**config.mk**
```make
export PLATFORM = sky130hd
export DESIGN_NAME = regwin_decoder
export DESIGN_NICKNAME = d
export VERILOG_FILES = /design/src/rtl/regwin_pkg.sv /design/src/rtl/rwd_sync.sv /design/src/rtl/rwd_pwr_gate.sv /design/src/rtl/rwd_decode.sv /design/src/rtl/rwd_regfile.sv /design/src/rtl/regwin_decoder.sv
export SDC_FILE = /design/constraint.sdc
export NUM_CORES = 1
export LEC_CHECK = 0
export BUFFER_PORTS_ARGS = -buffer_cell sky130_fd_sc_hd__buf_2
export CELL_PAD_IN_SITES_DETAIL_PLACEMENT = 1
export CELL_PAD_IN_SITES_GLOBAL_PLACEMENT = 2
export CORE_MARGIN = 5
export CORE_UTILIZATION = 40
export CTS_CLUSTER_SIZE = 12
export DETAILED_ROUTE_END_ITERATION = 12
export GPL_TIMING_DRIVEN = 0
export PLACE_DENSITY = 0.78
export SLEW_MARGIN = 15
export SYNTH_ARGS = -nofsm -noshare
export SYNTH_HDL_FRONTEND = slang
export SYNTH_SLANG_ARGS = --single-unit
```
**constraint.sdc**
```tcl
create_clock -name clk -period 3.2 [get_ports clk]
set_input_delay 0.64 -clock clk [delete_from_list [all_inputs] [get_ports clk]]
set_output_delay 0.64 -clock clk [all_outputs]
set_load 0.02 [all_outputs]
```
**src/rtl/regwin_pkg.sv**
```systemverilog
// Package: shared defaults for the register window decoder.
// Assumes a byte-wide data path and a window at the top of the address space.
package regwin_pkg;
    localparam int ADDR_W      = 19;  // host address width (512K bytes)
    localparam int DATA_W      = 8;   // byte-wide data path
    localparam int WIN_BITS    = 4;   // window holds 2**WIN_BITS registers
    localparam int SYNC_STAGES = 2;   // depth of the input synchronizers
    localparam int FLAG_OFS    = 0;   // offset of the flags register
    localparam int BATT_BIT    = 4;   // read-only battery-low bit in flags

    // Active-high form of the host strobes after sampling.
    typedef struct packed {
        logic sel;  // chip enabled
        logic rd;   // output enabled
        logic wr;   // write enabled
    } host_req_t;
endpackage

```
**src/rtl/rwd_sync.sv**
```systemverilog
// Module: rwd_sync
// Multi-flop synchronizer for one asynchronous level input.
// Assumes STAGES >= 2; resets to 0 (treated as "not asserted").
module rwd_sync #(
    parameter int STAGES = 2
) (
    input  logic clk,
    input  logic rst_n,
    input  logic d,
    output logic q
);
    logic [STAGES-1:0] chain;

    // Shift the input level through the synchronizer chain.
    always_ff @(posedge clk) begin
        if (!rst_n) chain <= '0;
        else        chain <= {chain[STAGES-2:0], d};
    end

    assign q = chain[STAGES-1];
endmodule

```
**src/rtl/rwd_pwr_gate.sv**
```systemverilog
// Module: rwd_pwr_gate
// Decides, per cycle, whether the current access may proceed.
// Power is judged at the first cycle of an access; a drop during the
// access blocks the remainder until chip-enable is released.
// Assumes pg_ok is already synchronous to clk.
module rwd_pwr_gate (
    input  logic clk,
    input  logic rst_n,
    input  logic pg_ok,
    input  logic access,
    output logic allow
);
    logic prev_access;
    logic prev_allow;
    logic start;

    assign start = access & ~prev_access;

    // Combine the access start check with the running permission.
    always_comb begin
        if (!access)    allow = 1'b0;
        else if (start) allow = pg_ok;
        else            allow = prev_allow & pg_ok;
    end

    // Remember access and permission state from the last cycle.
    always_ff @(posedge clk) begin
        if (!rst_n) begin
            prev_access <= 1'b0;
            prev_allow  <= 1'b0;
        end else begin
            prev_access <= access;
            prev_allow  <= allow;
        end
    end
endmodule

```
**src/rtl/rwd_decode.sv**
```systemverilog
// Module: rwd_decode
// Splits a permitted host access between the register window and the
// external SRAM, and registers the SRAM strobes.
// Assumes the window occupies the top 2**WIN_BITS addresses.
module rwd_decode #(
    parameter int ADDR_W   = 19,
    parameter int WIN_BITS = 4
) (
    input  logic                clk,
    input  logic                rst_n,
    input  logic [ADDR_W-1:0]   addr,
    input  regwin_pkg::host_req_t req,
    input  logic                allow,
    output logic [WIN_BITS-1:0] idx,
    output logic                reg_wr,
    output logic                reg_rd,
    output logic                sram_ce_n,
    output logic                sram_oe_n,
    output logic                sram_we_n
);
    logic in_win;
    logic sram_sel;

    assign in_win   = &addr[ADDR_W-1:WIN_BITS];
    assign idx      = addr[WIN_BITS-1:0];
    assign sram_sel = allow & ~in_win;
    assign reg_wr   = allow & in_win & req.wr;
    assign reg_rd   = allow & in_win & req.rd & ~req.wr;

    // Register the SRAM strobes; the window masks chip- and output-enable.
    always_ff @(posedge clk) begin
        if (!rst_n) begin
            sram_ce_n <= 1'b1;
            sram_oe_n <= 1'b1;
            sram_we_n <= 1'b1;
        end else begin
            sram_ce_n <= ~sram_sel;
            sram_oe_n <= ~(sram_sel & req.rd);
            sram_we_n <= ~(allow & req.wr);
        end
    end

    // Sanity check on the ignored select bit: sel is folded into allow.
    logic unused_sel;
    assign unused_sel = req.sel;
endmodule

```
**src/rtl/rwd_regfile.sv**
```systemverilog
// Module: rwd_regfile
// Window register file with a registered read port and bus drive enable.
// The flags entry keeps one bit tied to the battery-low status.
// Assumes at most one of wr/rd is set in a cycle.
module rwd_regfile #(
    parameter int DATA_W   = 8,
    parameter int WIN_BITS = 4,
    parameter int FLAG_OFS = 0,
    parameter int BATT_BIT = 4
) (
    input  logic                clk,
    input  logic                rst_n,
    input  logic                wr,
    input  logic                rd,
    input  logic [WIN_BITS-1:0] idx,
    input  logic [DATA_W-1:0]   wdata,
    input  logic                batt_low,
    output logic [DATA_W-1:0]   dq_out,
    output logic                dq_oe
);
    localparam int DEPTH = 1 << WIN_BITS;
    localparam logic [DATA_W-1:0] RO_MASK = DATA_W'(1) << BATT_BIT;

    logic [DATA_W-1:0] regs [DEPTH];
    logic [DATA_W-1:0] rd_word;

    // Store write data; the read-only flag bit is kept at zero in storage.
    always_ff @(posedge clk) begin
        if (!rst_n) begin
            for (int i = 0; i < DEPTH; i++) regs[i] <= '0;
        end else if (wr) begin
            for (int i = 0; i < DEPTH; i++) begin
                if (idx == WIN_BITS'(i))
                    regs[i] <= (i == FLAG_OFS) ? (wdata & ~RO_MASK) : wdata;
            end
        end
    end

    // Select the addressed word and overlay the live battery status.
    always_comb begin
        rd_word = regs[idx];
        if (idx == WIN_BITS'(FLAG_OFS))
            rd_word[BATT_BIT] = batt_low;
    end

    // Register the read data and the drive enable.
    always_ff @(posedge clk) begin
        if (!rst_n) begin
            dq_oe  <= 1'b0;
            dq_out <= '0;
        end else begin
            dq_oe  <= rd;
            dq_out <= rd ? rd_word : '0;
        end
    end
endmodule

```
**src/rtl/regwin_decoder.sv**
```systemverilog
// Module: regwin_decoder
// Top of the register window decoder: synchronizes power-good and
// battery-low, gates accesses on power, routes the top window to the
// register file and the rest of the space to the external SRAM.
// Assumes host strobes are synchronous to clk.
module regwin_decoder #(
    parameter int ADDR_W      = regwin_pkg::ADDR_W,
    parameter int DATA_W      = regwin_pkg::DATA_W,
    parameter int WIN_BITS    = regwin_pkg::WIN_BITS,
    parameter int SYNC_STAGES = regwin_pkg::SYNC_STAGES,
    parameter int FLAG_OFS    = regwin_pkg::FLAG_OFS,
    parameter int BATT_BIT    = regwin_pkg::BATT_BIT
) (
    input  logic              clk,
    input  logic              rst_n,
    input  logic [ADDR_W-1:0] addr,
    input  logic              ce_n,
    input  logic              oe_n,
    input  logic              we_n,
    input  logic [DATA_W-1:0] wdata,
    input  logic              pwr_good,
    input  logic              batt_low,
    output logic              sram_ce_n,
    output logic              sram_oe_n,
    output logic              sram_we_n,
    output logic [DATA_W-1:0] dq_out,
    output logic              dq_oe
);
    regwin_pkg::host_req_t req;
    logic                  pg_ok;
    logic                  batt_s;
    logic                  allow;
    logic [WIN_BITS-1:0]   idx;
    logic                  reg_wr;
    logic                  reg_rd;

    assign req.sel = ~ce_n;
    assign req.rd  = ~ce_n & ~oe_n;
    assign req.wr  = ~ce_n & ~we_n;

    rwd_sync #(.STAGES(SYNC_STAGES)) u_pg_sync (
        .clk(clk), .rst_n(rst_n), .d(pwr_good), .q(pg_ok)
    );

    rwd_sync #(.STAGES(SYNC_STAGES)) u_bl_sync (
        .clk(clk), .rst_n(rst_n), .d(batt_low), .q(batt_s)
    );

    rwd_pwr_gate u_gate (
        .clk(clk), .rst_n(rst_n), .pg_ok(pg_ok), .access(req.sel), .allow(allow)
    );

    rwd_decode #(.ADDR_W(ADDR_W), .WIN_BITS(WIN_BITS)) u_dec (
        .clk(clk), .rst_n(rst_n), .addr(addr), .req(req), .allow(allow),
        .idx(idx), .reg_wr(reg_wr), .reg_rd(reg_rd),
        .sram_ce_n(sram_ce_n), .sram_oe_n(sram_oe_n), .sram_we_n(sram_we_n)
    );

    rwd_regfile #(
        .DATA_W(DATA_W), .WIN_BITS(WIN_BITS),
        .FLAG_OFS(FLAG_OFS), .BATT_BIT(BATT_BIT)
    ) u_rf (
        .clk(clk), .rst_n(rst_n), .wr(reg_wr), .rd(reg_rd), .idx(idx),
        .wdata(wdata), .batt_low(batt_s), .dq_out(dq_out), .dq_oe(dq_oe)
    );
endmodule

```
==> results, run 1 <==
- The normalized max-slew margin is roughly 29%.
- At the later pin of the worst-skew pair, clock insertion delay measures approximately 0.43 ns.
- The first TritonRoute pass finished after 5 iterations.
- The fraction of layout cells with a size suffix above 1 is 28.4%.
- The I/O pin count is 46.
- Setup violations remaining at the end of the flow were counted as 0.
- Of all nets on the critical path, the largest fanout is 10.
- The core region is 15200 µm².
- The number of maximum-capacitance violations is 0.
- After synthesis, the netlist uses 35 different library cells.
- At the pin with the least slew margin, the transition time is about 1.1 ns.
- Of the total power, the share spent switching nets is between 20% and 30%.
- Traced cell by cell, the critical path runs through buf_2 -> clkbuf_1 -> inv_1 -> clkbuf_1 -> nand4_1 -> o21ai_1.
- The internal power of the cells totals approximately 3.4 mW.
- The fill cell instance count of the final layout is roughly 1500.
- Adding up every negative setup slack in the final design gives 0 ns.
- The clock net sink count is between 100 and 150.
- TritonCTS built the clock tree.
- The floorplan step set the die height to between 100 and 150 µm.
- The horizontal die dimension is 135 µm.
- The worst hold path belongs to the class primary input to flip-flop.
- In the final routed layout, each cell accounts on average for around 27 µm.
- Dividing the detail-routed via count by the number of cells gives between 6 and 7.
- The final count of hold timing violations is 0.
- The run finished with clean final reports.
- The die footprint is roughly 18000 µm².
- Final hold analysis gives a worst-case slack of 0.386 ns.
- For this run, the slowest stage of the critical path takes 0.86 ns.
- The via count of the first global-routing pass is roughly 4500.
- Yosys attributes the largest share of cell area to sky130_fd_sc_hd__edfxtp_1 62%, sky130_fd_sc_hd__mux4_2 11%, sky130_fd_sc_hd__dfxtp_1 5.8%, sky130_fd_sc_hd__nor4_1 5.3%, sky130_fd_sc_hd__nand2_1 1.8%.
- Entering global routing, the biggest net connects 17 pins.
- The proportion of power drawn by combinational gates is 6.7%.
- The number of buffers created by CTS is 17.
- The routed via count is roughly 4200.
- By startpoint and endpoint, the worst setup path is classified as primary input to flip-flop.
- The area growth from synthesis to final layout is 17.6%.
- STA classifies the critical path endpoint as a flip-flop.
- The leading cell type in the layout, fill and taps excluded is sky130_fd_sc_hd__edfxtp_1.
- The cell type with the highest occurrence count on the critical path is sky130_fd_sc_hd__clkbuf_1.
- In the finished design, the share of the clock period the worst path needs comes to a little over nine tenths.
- Detailed placement ended at an HPWL of 13.1 mm.
- Summing all multi-input logic gate instances after layout gives around 1800 µm².
- The critical path runs through a total of 6 cells.
- The count of final max-slew check failures came to 0.
- The detailed router's first-iteration violation count is ~470.
- The switching power is a little under 1 mW.
- For the worst setup path, the data required time is around 3.3 ns.
- Dividing total power by cell area gives a power density of ~600 nW/µm².
- The H-tree was split into 4 levels.
- Derived from the worst setup path, the maximum achievable clock frequency is 327 MHz.
- In the routed design, unresolved DRC markers number 0.
- The global route total overflow is 0.
- The largest clock skew in the final design is about 0.008 ns.
- Summed over all layers, the routed wires come to between 15 and 20 mm.
- Broken down by cell family, the worst path's largest delay share belongs to buffers and inverters.
- For this run, the post-layout net count is approximately 530.
- The weighted congestion at the end of routability-driven global placement is ~0.86.
- After clock tree synthesis, the clock-pin slew on the worst setup and hold paths is 0.06 ns.
- Per report_power, the clock group accounts for between 40 and 50% of the total.
- The first global-routing pass estimated 28.3 mm of wire.
- For this run, the number of Yosys warnings is 0.
- The area taken by flip-flops and latches is 4170 µm².
- The count of inserted antenna diode cells is 0.
- The count of mapped cells out of synthesis is around 420.
- The synthesized netlist occupies a cell area of between 6000 and 7000 µm².
- The number of antenna violations at the first check in global routing is 0.
- For this design, the slowest cell found on the critical path is sky130_fd_sc_hd__o21ai_1.
- The synthesized design contains 145 register bits.
- Summing the sequential cell areas from Yosys gives about two thirds of the chip area.
- For this design the static power due to leakage is ~2.6 nW.
- The worst register-to-register path has a depth of 5.
- The filler-free cell count of the finished design is 692.
- After floorplanning, the core was divided into 45 placement rows.
- The share of the synthesized area in the top cell type is 61.5%.
- The minimum clock period after layout is between 3 and 4 ns.
- The synthesized area per cell is ~15 µm².
- The tree is rooted in a sky130_fd_sc_hd__clkbuf_16.
- Counting instances, the worst hold path has a depth of 2.
- The count of nets left with antenna violations after detail routing is 0.
- The maximum vdd ir drop is 363 µV.
- The count of buffering cells on the critical path with inverters included is 4.
- In this run, placement finished with an instance count of between 600 and 700.
- Counting every net in the synthesized netlist gives between 400 and 500.
- The number of buffers inserted by port buffering is 44.
- The total routing resource utilization after global routing is approximately 22%.
- The top cell types in the final layout, fill and taps aside, are 127 x sky130_fd_sc_hd__edfxtp_1, 53 x sky130_fd_sc_hd__nor4_1, 50 x sky130_fd_sc_hd__buf_2.
- The starting density of the core is between 40 and 50%.
- For the worst setup path, the data arrival time is 3.11 ns.
- The critical path launch point type is a primary input.
- Counting along the longest clock path gives a buffer depth of 2.
- Of all cell types, the one taking the most synthesized area is sky130_fd_sc_hd__edfxtp_1.
- Of the total power, registers draw between 40 and 50%.
path summary, 6_finish.rpt:
path,start,to,slack (ns)
max,addr[0],u_rf.regs[2][6],0.14
min,ce_n,u_gate.prev_access,0.39
max reg2reg,u_gate.prev_allow,u_rf.regs[5][5],0.53
min reg2reg,u_pg_sync.chain[0],u_pg_sync.chain[1],0.43
Yosys cell counts (all sizes together):
cell type and instances:
a211o 1, a211oi 1, a21oi 8, a22oi 7
a31oi 7, and2 4, and3 9, buf 15
clkbuf 23, dfxtp 18, edfxtp 127, inv 10
mux2 1, mux2i 4, mux4 29, nand2 29
nand2b 6, nand3 4, nand4 7, nand4b 1
nor2 32, nor2b 2, nor4 53, o21ai 14
o32a 1, or2 3, or4 6
flip-flops by register name (all words and copies together) (netlist names), 2 cells and up:
signal / count
u_bl_sync.chain: 2
u_pg_sync.chain: 2
u_rf.regs: 127
u_rf.dq_out: 8
through the flow:
stage	setup WS (ns)	util (%)	instance area [µm²]	total power, mW
floorplan	0.541	-	6200	2.36
finish	0.143	48.0	7290	4.39
CTS	-0.0346	47.8	7270	4.40
detailed placement	-0.546	44.0	6690	2.49
global placement	-1.00	43.8	6660	2.48
global route	-0.00567	48.0	7290	4.52
repair_timing:
action                                  CTS  global route
gates resized for setup                   1             3
pin swaps                                 0             1
endpoints found under the setup margin   16            26
hold endpoints to repair                  0             0
buffers inserted                          0             2
hold buffers                              0             0
power groups by stage:
stage                     Combinational, mW  Sequential (mW)  Clock, mW
final                                 0.295             2.16       1.93
after global routing                  0.315             2.17       2.04
after CTS                             0.296             2.16       1.94
after detailed placement              0.294             2.20          0
after global placement                0.282             2.19          0
after floorplan                       0.176             2.19          0
logic make-up (layout without fill, tap and decap cells):
group,count (synthesis),count (layout),share of synthesized area (%)
compound gates,39,39,3.93
buf+inv,48,130,3.39
flops,145,145,67.3
mux,34,34,11.4
simple gates,156,156,14.0
area by class of cell:
cell class,count,area share [%]
Multi-Input combinational cell,229,25.1
Buffer,38,2.37
Clock inverter,8,0.600
Clock buffer,24,7.32
Tap cell,188,3.22
Inverter,10,0.515
Timing Repair Buffer,50,3.64
Sequential cell,145,57.2
layer usage:
| metal | vias to the layer above | track usage (%) | wire [µm] |
|---|---|---|---|
| li1 | 1811 | - | - |
| met1 | 2127 | 28.9 | 7700 |
| met2 | 198 | 35.0 | 9140 |
| met3 | 31 | 5.22 | 1540 |
| met4 | 0 | 9.28 | 482 |
| met5 | - | 0 | 0 |
worst register-to-register path: cells and delay by family, from the launching register on:
kind                   cells  cell delay [ns]
AO/OA/AOI/OAI              1             0.84
buffers and inverters      1             0.31
flip-flops                 1             0.30
AND/OR/NAND/NOR            3             0.84
No activity file was read; power rests on OpenSTA's default activity.
==> run 2, diff against run 1 <==
- CELL_PAD_IN_SITES_DETAIL_PLACEMENT: 1 -> 0
- CELL_PAD_IN_SITES_GLOBAL_PLACEMENT: 2 -> 1
- PLACE_DENSITY: 0.78 -> 0.69
==> results, run 2 (synthesized netlist as in run 1, its figures left out) <==
- The die footprint is 18100 µm².
- Summed over all layers, the routed wires come to around 17 mm.
- The number of vias per cell after detailed routing is 6.02.
- In the final routed layout, each cell accounts on average for around 24 µm.
- The source of the worst register-to-register timing path is u_gate.prev_allow.
- The count of final setup violators is 0.
- Of all nets on the critical path, the largest fanout is 10.
- The largest registers in the layout are u_rf.regs: 127 flops, u_rf.dq_out: 8 flops.
- Summing all flip-flop and latch instances after layout gives roughly 4200 µm².
- In the final layout, the multi-input gates occupy ~1800 µm².
- From left edge to right edge, the die measures about 130 µm.
- The maximum cell stage delay along the critical path is ~0.93 ns.
- The number of placement rows is 45.
- Counting stages on the worst path, the most repeated cell is sky130_fd_sc_hd__clkbuf_1.
- The share of the clock period used by the worst path after layout is 97.4%.
- The register-to-register setup slack is ~0.65 ns.
- Timing would allow up to 321 MHz.
- The depth of the critical timing path with buffers and inverters included is 5.
- The static leakage power is 2.52 nW.
- The slew of the pin with the lowest slew margin is between 1 and 1.5 ns.
- Max-cap violations in this run came to 0.
- In the final design database the tool counted between 500 and 600 nets.
- In the routed design, unresolved DRC markers number 0.
- The HPWL after detailed placement is 12.1 mm.
- The completed layout was analyzed and its total power is roughly 4.3 mW.
- The path class of the tightest hold or removal check is primary input to flip-flop.
- The count of final max-slew check failures is 0.
- Before antenna repair, the detailed router went through 5 iterations.
- For this block, the via count after detailed routing is around 4100.
- For this design the top-level I/O count stands at 46.
- TritonCTS built the clock tree.
- The normalized max-slew margin is between 20% and 30%.
- Counting along the longest clock path gives a buffer depth of 2.
- In the layout the commonest cells are 127 x sky130_fd_sc_hd__edfxtp_1, 53 x sky130_fd_sc_hd__nor4_1, 50 x sky130_fd_sc_hd__buf_2.
- The clock transition time at the flip-flop clock pins of the worst setup and hold paths is 0.06 ns.
- The terminus of the critical flop-to-flop path is u_rf.regs[13][3].
- The flow ran to the end, and the final reports show no timing, DRC or antenna violations.
- By startpoint and endpoint, the worst setup path is classified as primary input to flip-flop.
- The total routing resource utilization after global routing is 19.9%.
- The dominant delay contributor by cell family on the critical path is buffers and inverters.
- On the final layout, the worst clock skew is about 0.0056 ns.
- Once detail routing completed, the nets flagged for antenna violations numbered 0.
- The timing endpoint of the critical path is u_rf.regs[7][7].
- The detailed router's first-iteration violation count is ~400.
- STA puts the critical path data required time at 3.25 ns.
- Dividing total power by cell area gives a power density of ~590 nW/µm².
- The number of antenna violations at the first check in global routing came to 0.
- Once placement finished, the instance area stood at 6680 µm².
- The register with the highest flop count is u_rf.regs.
- Data on the critical path arrives at its endpoint at around 3.2 ns.
- The repair_antennas step left the layout with diodes totalling 0.
- The core occupancy in the finished layout is a little under half.
- Counting the buffers created by CTS gives 17.
- The worst reg-to-reg path cell count is 5.
- Walking the worst path, the cells encountered are buf_2 -> clkbuf_1 -> clkbuf_1 -> nand4_1 -> o21ai_1.
- The number of flip-flops under the largest register name is 127.
- After routing the design area is approximately 7200 µm².
- At the placement stage, the worst setup path has a slack of -0.502 ns.
- The fill cell instance count of the final layout is 1329.
- Buffers inserted to repair hold after CTS numbered 0.
- The count of buffers added on input and output ports is 44.
- The worst setup path is launched from a primary input.
- The final setup TNS is 0 ns.
- The via count of the first global-routing pass is around 4200.
- At the later pin of the worst-skew pair, clock insertion delay measures between 0.4 and 0.5 ns.
- CTS placed an instance of sky130_fd_sc_hd__clkbuf_16 at the clock tree root.
- The minimum clock period after layout is slightly above 3 ns.
- The buffer count from post-CTS setup fixing is 0.
- Entering global routing, the biggest net connects 17 pins.
- Setup repair after global routing could not meet its margin everywhere.
- The final count of hold timing violations is 0.
- The H-tree level count is 4.
- Across the VDD grid, the largest voltage drop is between 300 and 400 µV.
- Once routing completed, OpenROAD measured the worst setup slack at 0.0848 ns.
- The critical path capture point type is a flip-flop.
- The die boundary height is approximately 130 µm.
- Leaving out fill and tap cells, the most frequent cell in the layout is sky130_fd_sc_hd__edfxtp_1.
- The count of buffering cells on the critical path with inverters included is 3.
- The library cell contributing the largest single delay on the critical path is sky130_fd_sc_hd__o21ai_1.
- The congestion estimate from routability-driven global placement came to between 0.8 and 0.9.
- The clock net sink count is roughly 150.
- The fraction of layout cells with a size suffix above 1 is roughly 28%.
- The launch point of the worst path is addr[0].
- The initial utilization of the core area, before any placement, comes to between 40% and 50%.
- The first-pass GRT wire length is 26.1 mm.
- From synthesis to final layout, the design area changed by 16.6%.
- For this run the aggregate overflow at the end of global routing stands at 0.
- The region available for standard cell placement spans ~15000 µm².
## run 2: metrics by stage
| stage | cells | hold slack (ns) |
|---|---|---|
| after floorplan | 422 | 0.412 |
| after global placement | 654 | 0.419 |
| after detailed placement | 657 | 0.422 |
| after CTS | 689 | 0.380 |
| after global routing | 689 | 0.391 |
| final | 689 | 0.391 |
## run 2: how the worst min path moves through the flow
| stage | endpoint | depth (start not counted) | startpoint |
|---|---|---|---|
| after floorplan | u_bl_sync.chain[1] | 1 | u_bl_sync.chain[0] |
| after global placement | u_pg_sync.chain[1] | 1 | u_pg_sync.chain[0] |
| after detailed placement | u_pg_sync.chain[1] | 1 | u_pg_sync.chain[0] |
| after CTS | u_gate.prev_access | 2 | ce_n |
| after global routing | u_gate.prev_access | 2 | ce_n |
| final | u_gate.prev_access | 2 | ce_n |
## run 2: repair_timing
action | in CTS | in global routing
setup endpoints to repair | 8 | 26
resized for setup | 1 | 1
pin swaps | 0 | 0
## run 2: final cells by class
type | count | share of cell area, %
Inverter | 10 | 0.519
Clock buffer | 18 | 6.07
Sequential cell | 145 | 57.7
Timing Repair Buffer | 47 | 3.36
Clock inverter | 14 | 1.51
Buffer | 38 | 2.39
Multi-Input combinational cell | 229 | 25.2
Tap cell | 188 | 3.25
## run 2: power breakdown
part	leakage, nW	internal [mW]	switching [mW]
Sequential	1.46	2.14	0.0216
Combinational	0.799	0.102	0.186
Clock	0.261	1.02	0.806
## run 2: layer usage
layer	vias up	share of wire (%)	track usage (%)
li1	1821	-	-
met1	2064	43	27.2
met2	239	46	30.3
met3	25	8.2	5.63
met4	0	2.6	7.86
met5	-	0	0
==> run 3, diff against run 2 <==
- clock period: 3.2 -> 3.76 ns (I/O delays scaled with it)
==> results, run 3 (synthesized netlist as in run 1, its figures left out) <==
- The routed length on met2 is roughly 7.8 mm.
- The die footprint is about 18000 µm².
- The top cell types in the final layout, fill and taps aside, are 127 x sky130_fd_sc_hd__edfxtp_1, 53 x sky130_fd_sc_hd__nor4_1, 50 x sky130_fd_sc_hd__buf_2.
- The minimum clock period after layout is between 3 and 4 ns.
- The final net count is ~520.
- The post-route netlist has between 20% and 30% of its cells at a drive strength greater than 1.
- The worst-case setup margin in the final layout is slightly below 0.5 ns.
- Clock-pin slew was measured on the worst setup and hold paths at ~0.06 ns.
- Static timing analysis puts the maximum clock frequency at 306 MHz.
- The horizontal die dimension is ~130 µm.
- The number of cells upsized or downsized after cts is 0.
- The placed cell count is about 660.
- For this design the total switching power over the nets is about 860 µW.
- The worst setup path is captured at a flip-flop.
- The cell type with the highest occurrence count on the critical path is sky130_fd_sc_hd__clkbuf_1.
- Per report_power, the combinational group accounts for 6.8% of the total.
- Data on the critical path is required at its endpoint by 3.81 ns.
- For this design the static power due to leakage is 2.52 nW.
- The H-tree level count is 4.
- The number of buffers created by CTS is 17.
- For the pin with the worst max-slew slack, the measured transition is about 1.1 ns.
- The buffer count from post-CTS setup fixing is 0.
- The count of final setup violators is 0.
- The kind of critical path is primary input to flip-flop.
- Buffers placed on the I/O ports in this run total 44.
- The number of buffers on the longest clock path is 2.
- The clock net sink count is 145.
- The count of final max-slew check failures came to 0.
- The number of antenna violations at the first check in global routing is 0.
- The critical-path maximum fanout is 10.
- The post-route met1 wirelength is 7.26 mm.
- The detailed router's first-iteration violation count is just under 400.
- The cell sitting at the root of the clock tree is a sky130_fd_sc_hd__clkbuf_16.
- The detailed-router iteration count before antenna repair is 4.
- The register with the most flip-flops in the layout has roughly 130 of them.
- Per report_power, the sequential group accounts for just over 50% of the total.
- The routed via count is 4096.
- The register with the most flip-flops in the final layout is u_rf.regs.
- The TritonCTS clock tree is yes.
- Summed over all failing endpoints, the final setup total negative slack is 0 ns.
- The maximum vdd ir drop is approximately 330 µV.
- The minimum setup slack after placement is -0.0537 ns.
- In the routed layout, each cell is associated on average with a via count of slightly below 6.
- The power after layout is 3.63 mW.
- The number of placement rows is 45.
- The maximum cell stage delay along the critical path is slightly above 0.9 ns.
- The largest registers in the layout are u_rf.regs: 127 flops, u_rf.dq_out: 8 flops.
- In the final routed layout, each cell accounts on average for 24.5 µm.
- The critical path goes through buf_2 -> clkbuf_1 -> clkbuf_1 -> nand4_1 -> o21ai_1.
- Summing all multi-input logic gate instances after layout gives between 1500 and 2000 µm².
- The routed design has between 15 and 20 mm of wire.
- The region available for standard cell placement spans around 15000 µm².
- For this design the top-level I/O count stands at 46.
- After clock tree synthesis, the flow added hold-fix buffers numbering 0.
- The share of the clock period used by the worst path after layout is approximately 87%.
- The highest signal layer in the routed design is met4.
- The first global-routing pass estimated ~26 mm of wire.
- Entering global routing, the biggest net connects 17 pins.
- The library cell used most frequently in the layout, excluding fill and tap cells, is sky130_fd_sc_hd__edfxtp_1.
- The number of antenna diodes in the final layout is 0.
- The clock latency at the later pin of the worst-skew pair is about 0.43 ns.
- The weighted congestion at the end of routability-driven global placement is 0.895.
- The starting density of the core is 40.8%.
- The core occupancy in the finished layout is a little under half.
- The final count of hold timing violations came to 0.
- The clock share of power is 42.6%.
- Relative to the synthesized area, the layout overhead comes to 16.5%.
- The HPWL after detailed placement is roughly 12 mm.
- The run finished with clean final reports.
- Net switching is a little under a quarter of the power.
- The library cell contributing the largest single delay on the critical path is sky130_fd_sc_hd__o21ai_1.
- The number of maximum-capacitance violations is 0.
- The area taken by flip-flops and latches is 4170 µm².
- Data arrives at the worst endpoint at approximately 3.3 ns.
- The filler-free cell count of the finished design is 689.
- The worst setup path is launched from a primary input.
- The via count of the first global-routing pass is around 4200.
- For this design the ratio of total power to cell area is around 500 nW/µm².
- The die boundary height is 135 µm.
- Clock skew on the completed layout was measured at 0.00416 ns.
- In the global route stage, overall resource usage came out at 19.9%.
- After detailed routing, the number of remaining DRC violations is 0.
- The internal power of the cells totals 2.77 mW.
- The met3 routed wirelength is around 1.4 mm.
- Setup repair after global routing left no endpoint under its margin.
- The global route total overflow is 0.
- Measured against its own limit, the worst slew margin works out to between 20% and 30%.
- The count of nets left with antenna violations after detail routing is 0.
- The filler cells instantiated in the layout total ~1300.
- The tightest min-delay check is of the flip-flop to flip-flop type.
## run 3: changes by cell type in the layout (fill, tap and decap cells not counted)
cell / before / now
sky130_fd_sc_hd__o21ai_2: 4 / 3
sky130_fd_sc_hd__o21ai_1: 10 / 11
## run 3: path summary, 6_finish.rpt
path | start | endpoint | slack, ns | cells after the start
worst max-delay path | addr[0] | u_rf.regs[7][7] | 0.50 | 5
worst min-delay path | u_pg_sync.chain[0] | u_pg_sync.chain[1] | 0.44 | 1
worst max register to register | u_gate.prev_allow | u_rf.regs[5][6] | 1.19 | 5
worst min register to register | u_pg_sync.chain[0] | u_pg_sync.chain[1] | 0.44 | 1
## run 3: final cells by class
type / instances / share of cell area, %
Tap cell: 188 / 3.25
Timing Repair Buffer: 47 / 3.36
Clock inverter: 14 / 1.51
Sequential cell: 145 / 57.8
Buffer: 38 / 2.39
Clock buffer: 18 / 6.08
Inverter: 10 / 0.519
Multi-Input combinational cell: 229 / 25.1
## run 3: power groups by stage
stage | Combinational [mW] | Sequential [mW] | Clock, mW
3_3_place_gp | 0.237 | 1.87 | 0
5_1_grt | 0.262 | 1.84 | 1.64
4_1_cts | 0.244 | 1.84 | 1.57
2_1_floorplan | 0.150 | 1.86 | 0
6_report | 0.245 | 1.84 | 1.55
3_5_place_dp | 0.243 | 1.87 | 0
## run 3: routing by layer
metal,global-route usage [%],up-vias
met4,7.86,0
met5,0,-
met3,5.63,27
met1,27.2,2033
met2,30.3,224
li1,-,1812
## run 3: worst max-delay path: cells and delay by family
kind                   cells  cell delay [ns]
buffers and inverters      3             1.09
and+or+nand+nor            1             0.54
AOI/OAI and AO/OA          1             0.93
## run 3: metrics by stage
| stage | hold slack [ns] | area (µm²) |
|---|---|---|
| after CTS | 0.436 | 7230 |
| after detailed placement | 0.422 | 6680 |
| after global placement | 0.419 | 6660 |
| after global routing | 0.461 | 7230 |
| final | 0.437 | 7230 |
| after floorplan | 0.412 | 6200 |
